### src/rtl/stall_attrib_pkg.sv
package stall_attrib_pkg;

    localparam int CAUSE_N = 6;

    // cause codes; a lower code wins when flags coincide
    typedef enum logic [2:0] {
        CZ_MISS    = 3'd0,
        CZ_DSQRT   = 3'd1,
        CZ_IDIV    = 3'd2,
        CZ_FPOP    = 3'd3,
        CZ_FXOP    = 3'd4,
        CZ_BRFLUSH = 3'd5
    } cause_e;

endpackage

### src/rtl/stall_cause_pick.sv
module stall_cause_pick #(
    parameter int NC = 6,
    parameter int CW = 3
) (
    input  logic [NC-1:0] why,
    output logic          any,
    output logic [CW-1:0] code
);

    always_comb begin
        any  = |why;
        code = '0;
        for (int i = NC - 1; i >= 0; i--) begin
            if (why[i]) begin
                code = CW'(i);
            end
        end
    end

endmodule

### src/rtl/stall_thread_track.sv
module stall_thread_track #(
    parameter int NC = 6,
    parameter int CW = 3,
    parameter int PW = 32
) (
    input  logic          clk,
    input  logic          rst_n,
    input  logic          clear,
    input  logic          stall,
    input  logic [NC-1:0] why,
    input  logic          done,
    input  logic          flush,
    output logic          chg_vld,
    output logic [CW-1:0] chg_code,
    output logic [PW-1:0] chg_amt
);

    typedef struct packed {
        logic [PW-1:0] pend;
        logic          seen;
        logic [CW-1:0] code;
    } trk_t;

    trk_t trk_d, trk_q;

    logic          pick_any;
    logic [CW-1:0] pick_code;

    stall_cause_pick #(.NC(NC), .CW(CW)) u_pick (
        .why  (why),
        .any  (pick_any),
        .code (pick_code)
    );

    always_comb begin
        trk_d    = trk_q;
        chg_vld  = done && !flush && !clear && trk_q.seen && (trk_q.pend != '0);
        chg_code = trk_q.code;
        chg_amt  = trk_q.pend;
        if (clear || flush || done) begin
            trk_d.pend = '0;
            trk_d.seen = 1'b0;
            trk_d.code = '0;
        end else if (stall) begin
            if (!(&trk_q.pend)) begin
                trk_d.pend = trk_q.pend + 1'b1;
            end
            if (pick_any) begin
                trk_d.seen = 1'b1;
                trk_d.code = pick_code;
            end
        end
    end

    always_ff @(posedge clk or negedge rst_n) begin
        if (!rst_n) begin
            trk_q <= '0;
        end else begin
            trk_q <= trk_d;
        end
    end

    AST_PEND_RESTART: assert property (@(posedge clk) disable iff (!rst_n)
        (done || flush || clear) |=> (trk_q.pend == '0));

    AST_PEND_SATURATES: assert property (@(posedge clk) disable iff (!rst_n)
        ((&trk_q.pend) && stall && !done && !flush && !clear) |=> (&trk_q.pend));

    AST_NO_CHARGE_EMPTY: assert property (@(posedge clk) disable iff (!rst_n)
        (trk_q.pend == '0) |-> !chg_vld);

endmodule

### src/rtl/stall_cnt_bank.sv
module stall_cnt_bank #(
    parameter int NT = 2,
    parameter int NC = 6,
    parameter int CW = 3,
    parameter int TW = 1,
    parameter int DW = 32,
    parameter int PW = 32
) (
    input  logic             clk,
    input  logic             rst_n,
    input  logic             clear,
    input  logic [NT-1:0]    chg_vld,
    input  logic [NT*CW-1:0] chg_code,
    input  logic [NT*PW-1:0] chg_amt,
    input  logic [TW-1:0]    rd_tid,
    input  logic [CW-1:0]    rd_sel,
    output logic [DW-1:0]    rd_data
);

    typedef struct packed {
        logic [NT-1:0][NC-1:0][DW-1:0] cnt;
        logic [DW-1:0]                 rd;
    } bank_t;

    bank_t bank_d, bank_q;

    function automatic logic [DW-1:0] sat_add(input logic [DW-1:0] a, input logic [PW-1:0] b);
        logic [DW:0] s;
        s = {1'b0, a} + (DW+1)'(b);
        return s[DW] ? '1 : s[DW-1:0];
    endfunction

    always_comb begin
        bank_d = bank_q;
        if ((int'(rd_tid) < NT) && (int'(rd_sel) < NC)) begin
            bank_d.rd = bank_q.cnt[rd_tid][rd_sel];
        end else begin
            bank_d.rd = '0;
        end
        for (int t = 0; t < NT; t++) begin
            for (int c = 0; c < NC; c++) begin
                if (chg_vld[t] && (chg_code[t*CW +: CW] == CW'(c))) begin
                    bank_d.cnt[t][c] = sat_add(bank_q.cnt[t][c], chg_amt[t*PW +: PW]);
                end
            end
        end
        if (clear) begin
            bank_d.cnt = '0;
        end
    end

    always_ff @(posedge clk or negedge rst_n) begin
        if (!rst_n) begin
            bank_q <= '0;
        end else begin
            bank_q <= bank_d;
        end
    end

    assign rd_data = bank_q.rd;

    for (genvar gt = 0; gt < NT; gt++) begin : g_thr
        for (genvar gc = 0; gc < NC; gc++) begin : g_cause
            AST_CLEAR_ZEROES: assert property (@(posedge clk) disable iff (!rst_n)
                clear |=> (bank_q.cnt[gt][gc] == '0));

            AST_NO_WRAP: assert property (@(posedge clk) disable iff (!rst_n)
                !clear |=> (bank_q.cnt[gt][gc] >= $past(bank_q.cnt[gt][gc])));
        end
    end

endmodule

### src/rtl/stall_attrib_ctr.sv
module stall_attrib_ctr #(
    parameter  int NUM_THR = 2,
    parameter  int CNT_W   = 32,
    localparam int NC      = stall_attrib_pkg::CAUSE_N,
    localparam int TID_W   = (NUM_THR > 1) ? $clog2(NUM_THR) : 1,
    localparam int SEL_W   = $clog2(NC)
) (
    input  logic                  clk,
    input  logic                  rst_n,
    input  logic                  clear,
    input  logic [NUM_THR-1:0]    grp_stall,
    input  logic [NUM_THR*NC-1:0] stall_why,
    input  logic [NUM_THR-1:0]    grp_done,
    input  logic [NUM_THR-1:0]    grp_flush,
    input  logic [TID_W-1:0]      rd_tid,
    input  logic [SEL_W-1:0]      rd_sel,
    output logic [CNT_W-1:0]      rd_data
);

    localparam int PEND_W = CNT_W;

    logic [NUM_THR-1:0]        chg_vld;
    logic [NUM_THR*SEL_W-1:0]  chg_code;
    logic [NUM_THR*PEND_W-1:0] chg_amt;

    for (genvar t = 0; t < NUM_THR; t++) begin : g_trk
        stall_thread_track #(.NC(NC), .CW(SEL_W), .PW(PEND_W)) u_trk (
            .clk      (clk),
            .rst_n    (rst_n),
            .clear    (clear),
            .stall    (grp_stall[t]),
            .why      (stall_why[t*NC +: NC]),
            .done     (grp_done[t]),
            .flush    (grp_flush[t]),
            .chg_vld  (chg_vld[t]),
            .chg_code (chg_code[t*SEL_W +: SEL_W]),
            .chg_amt  (chg_amt[t*PEND_W +: PEND_W])
        );

        AST_FLUSH_BLOCKS: assert property (@(posedge clk) disable iff (!rst_n)
            grp_flush[t] |-> !chg_vld[t]);

        AST_CHARGE_ON_DONE: assert property (@(posedge clk) disable iff (!rst_n)
            chg_vld[t] |-> grp_done[t]);
    end

    stall_cnt_bank #(
        .NT (NUM_THR), .NC (NC), .CW (SEL_W), .TW (TID_W), .DW (CNT_W), .PW (PEND_W)
    ) u_bank (
        .clk      (clk),
        .rst_n    (rst_n),
        .clear    (clear),
        .chg_vld  (chg_vld),
        .chg_code (chg_code),
        .chg_amt  (chg_amt),
        .rd_tid   (rd_tid),
        .rd_sel   (rd_sel),
        .rd_data  (rd_data)
    );

    AST_CLEAR_BLOCKS: assert property (@(posedge clk) disable iff (!rst_n)
        clear |-> (chg_vld == '0));

endmodule

### config.mk
export PLATFORM = sky130hd
export DESIGN_NAME = stall_attrib_ctr
export DESIGN_NICKNAME = d
export VERILOG_FILES = /design/src/rtl/stall_attrib_pkg.sv /design/src/rtl/stall_cause_pick.sv /design/src/rtl/stall_thread_track.sv /design/src/rtl/stall_cnt_bank.sv /design/src/rtl/stall_attrib_ctr.sv
export SDC_FILE = /design/constraint.sdc
export NUM_CORES = 2
export LEC_CHECK = 0
export BUFFER_PORTS_ARGS = -buffer_cell sky130_fd_sc_hd__buf_2
export CELL_PAD_IN_SITES_DETAIL_PLACEMENT = 0
export CELL_PAD_IN_SITES_GLOBAL_PLACEMENT = 1
export CORE_UTILIZATION = 35
export CTS_CLUSTER_SIZE = 40
export DETAILED_ROUTE_END_ITERATION = 10
export PLACE_DENSITY_LB_ADDON = 0.08
export SLEW_MARGIN = 30
export SYNTH_ARGS = -nofsm -noshare
export SYNTH_HDL_FRONTEND = slang
export SYNTH_SLANG_ARGS = --single-unit
### constraint.sdc
create_clock -name clk -period 4.9 [get_ports clk]
set_clock_uncertainty 0.15 [all_clocks]
set_input_delay 1.47 -clock clk [delete_from_list [all_inputs] [get_ports clk]]
set_output_delay 1.47 -clock clk [all_outputs]
set_load 0.02 [all_outputs]
==> results.json <==
{
  "hold_viol_final": 0,
  "track_usage_pct": 27.36,
  "row_count": 125,
  "status": "finished clean",
  "cp_slowest_cell": "a211oi_1",
  "cts_setup_buffers": 0,
  "seqCellArea_um2": 12210,
  "final.min_clock_period_ps": 4513,
  "final_net_count": 5228,
  "multi_input_area_um2": 27710,
  "num_vias": 37296,
  "finalMaxSlewViolations": 0,
  "finalNonFillerCells": 6385,
  "drc": 0,
  "cp_max_fo": 29,
  "yosysSeqAreaShare_pct": 29.61,
  "async_reset_ff_share_pct": 100.0,
  "tns_ps": 0,
  "clock-sinks": 488,
  "die_area_um2": 119200,
  "synth_edf_count": 0,
  "r2r_slack_ps": 390,
  "ys.flop_type": "dfrtp_1",
  "grt_max_degree": 121,
  "cp.arrival_ps": 4880,
  "routed_wl_um": 165600,
  "die_w_um": 345.3,
  "drtIter0Drc": 3132,
  "syn_inst": 4773,
  "antenna_found_initial": 3,
  "startpoint_type": "flop",
  "cts_root_buf": "clkbuf_16",
  "synth.top_cell.area_share_pct": 29.61,
  "synth-seq-cells": 488,
  "endpoint_kind": "flop",
  "cap_violations": 0,
  "path_class": "flop to flop",
  "dp_hpwl_um": 129200,
  "hold_path_class": "flop to flop",
  "drtAntennaViolNets": 0,
  "syn-cell-area_um2": 41240,
  "holdWs_ps": 387.6,
  "place.gp.congestion": 0.9115,
  "synth_largest_area_cell": "dfrtp_1",
  "clk_pin_slew_ps": 60,
  "max_stage_delay_ps": 490,
  "overflow": 0,
  "grt_pass1_vias": 35164,
  "relSlewSlack_pct": 27.40,
  "rsz0062_at_grt": "no",
  "port_buffers": 56,
  "syn_area_per_cell_um2": 8.641,
  "post-route-period-util_pct": 92.11,
  "cts_tree": "built",
  "dp_cells": 6255,
  "powerDensity_nw_per_um2": 213.5,
  "syn_nets": 5198,
  "vdd_drop_max_mv": 0.2189,
  "drt_first_pass_iters": 5,
  "yosys_warnings": 0,
  "pin_count": 57,
  "core_um2": 116500,
  "area_growth_pct": 12.34,
  "cts_buffers": 69,
  "setup_viol": 0,
  "required_ps": 5270,
  "initial_utilization_pct": 35.40,
  "cts_max_path_buffers": 3,
  "yosysUniqueCellTypes": 93,
  "critical_path.cell_chain": "buf_4, ha_1, fa_1, a211oi_1, o211ai_1, a21oi_1, a31oi_1, a211oi_1, nand2b_1, a221oi_1, o21ai_2, buf_4, o21ai_0, o21ai_0",
  "wl_per_cell_um": 25.94,
  "fp.dieH_um": 345.3,
  "nFillCells": 11859,
  "viasPerCell": 5.841,
  "drive_above_1_share_pct": 10.14,
  "synth_area_leaders": "dfrtp_1, ha_1, a21oi_1",
  "htree_levels": 3,
  "power_leakage_nw": 22.28,
  "clk_latency_ps": 650,
  "clock.fmax_mhz": 221.6,
  "grt_pass1_wl_um": 244300,
  "worst_pin_slew_ps": 1082
}
## through the flow
| stage | total power [mW] | utilization (%) | area, um^2 | setup WS [ps] |
|---|---|---|---|---|
| after global placement | 4.480 | 37.68 | 43910 | 368.3 |
| after CTS | 10.02 | 39.72 | 46280 | 255.0 |
| after floorplan | 4.254 | - | 41240 | 1233 |
| after detailed placement | 4.482 | 37.68 | 43910 | 290.5 |
| after global routing | 10.17 | 39.75 | 46310 | 13.25 |
| final | 9.892 | 39.77 | 46330 | 386.6 |
## layout by cell type (no fill, tap or decap), types with 96 or more instances in the layout
cell type,netlist,layout
nand3_1,121,121
mux4_2,96,96
a21oi_1,660,659
a21o_1,171,171
dfrtp_1,488,488
nand2_1,384,382
xor2_1,173,173
a31oi_1,140,140
nor3_1,158,157
buf_4,32,131
nor2_1,350,345
xnor2_1,203,203
ha_1,388,388
o21ai_0,343,340
## cell families (layout without fill, tap and decap cells)
| family | Yosys count | after routing | share of synthesized area [%] |
|---|---|---|---|
| buf+inv | 336 | 415 | 3.434 |
| fa+ha+maj | 400 | 400 | 12.35 |
| xor+xnor | 376 | 376 | 7.985 |
| flops | 488 | 488 | 29.61 |
| compound gates | 1693 | 1693 | 24.84 |
| other cells | 0 | 9 | 0 |
| simple gates | 1346 | 1346 | 15.61 |
| mux | 134 | 134 | 6.168 |
## timing repair
action / 4_1_cts / 5_1_grt
endpoints found under the hold margin: 0 / 0
hold buffers: 0 / 0
resized for setup: 0 / 1
setup endpoints to repair: 0 / 5
## synthesized netlist by cell type (121+ instances only)
| master | number |
|---|---|
| a21oi_1 | 660 |
| dfrtp_1 | 488 |
| ha_1 | 388 |
| nand2_1 | 384 |
| nor2_1 | 350 |
| o21ai_0 | 343 |
| xnor2_1 | 203 |
| clkbuf_1 | 182 |
| xor2_1 | 173 |
| a21o_1 | 171 |
| nor3_1 | 158 |
| a31oi_1 | 140 |
| nand3_1 | 121 |
## path summary, 6_finish.rpt
check,endpoint,start,cells after the start
hold / removal,u_bank.bank_q[151]$_DFFE_PN0P_,u_bank.bank_q[151]$_DFFE_PN0P_,2
min in group asynchronous,u_bank.bank_q[91]$_DFFE_PN0P_,rst_n,1
setup reg to reg,u_bank.bank_q[48]$_DFFE_PN0P_,g_trk[0].u_trk.chg_amt[0]$_DFFE_PN0P_,14
hold reg to reg,u_bank.bank_q[151]$_DFFE_PN0P_,u_bank.bank_q[151]$_DFFE_PN0P_,2
max in group asynchronous,u_bank.bank_q[197]$_DFFE_PN0P_,rst_n,3
setup / recovery,u_bank.bank_q[48]$_DFFE_PN0P_,g_trk[0].u_trk.chg_amt[0]$_DFFE_PN0P_,14
## cell type report
| cell class | instances | share of cell area [%] |
|---|---|---|
| inverters | 85 | 0.7048 |
| well taps | 1524 | 4.115 |
| multi-input cells | 3949 | 59.81 |
| repair buffers | 210 | 3.837 |
| flip-flops and latches | 488 | 26.36 |
| clock inverters | 25 | 0.8641 |
| clock buffers | 95 | 4.267 |
| diodes | 9 | 0.04861 |
## sequential cells by signal (all words and copies together) (netlist names)
signal / cells
g_trk.u_trk.chg_amt: 64
g_trk.u_trk.trk_q: 2
u_bank.bank_q: 384
u_bank.rd_data: 32
g_trk.u_trk.chg_code: 6
## power by group
group | switching (mW) | total (mW) | internal (mW)
registers | 0.00428 | 4.04 | 4.03
clock network | 2.15 | 5.49 | 3.34
logic | 0.268 | 0.366 | 0.0987
## per-layer routing
layer	part of all wire [%]	GRT usage (%)	routed length, um
met5	0	0	0
met4	3.9	9.940	6432
met3	3.7	2.415	6152
met2	44	42.67	73630
met1	48	39.29	79380
## worst max-delay path, delay by kind of cell, from the launching register on
kind | cells | cell delay, ps
buf+inv | 2 | 420
fa+ha+maj | 2 | 700
compound gates | 9 | 2520
simple gates | 1 | 190
flops | 1 | 390
Note: power is estimated with default switching activity, not from simulation.
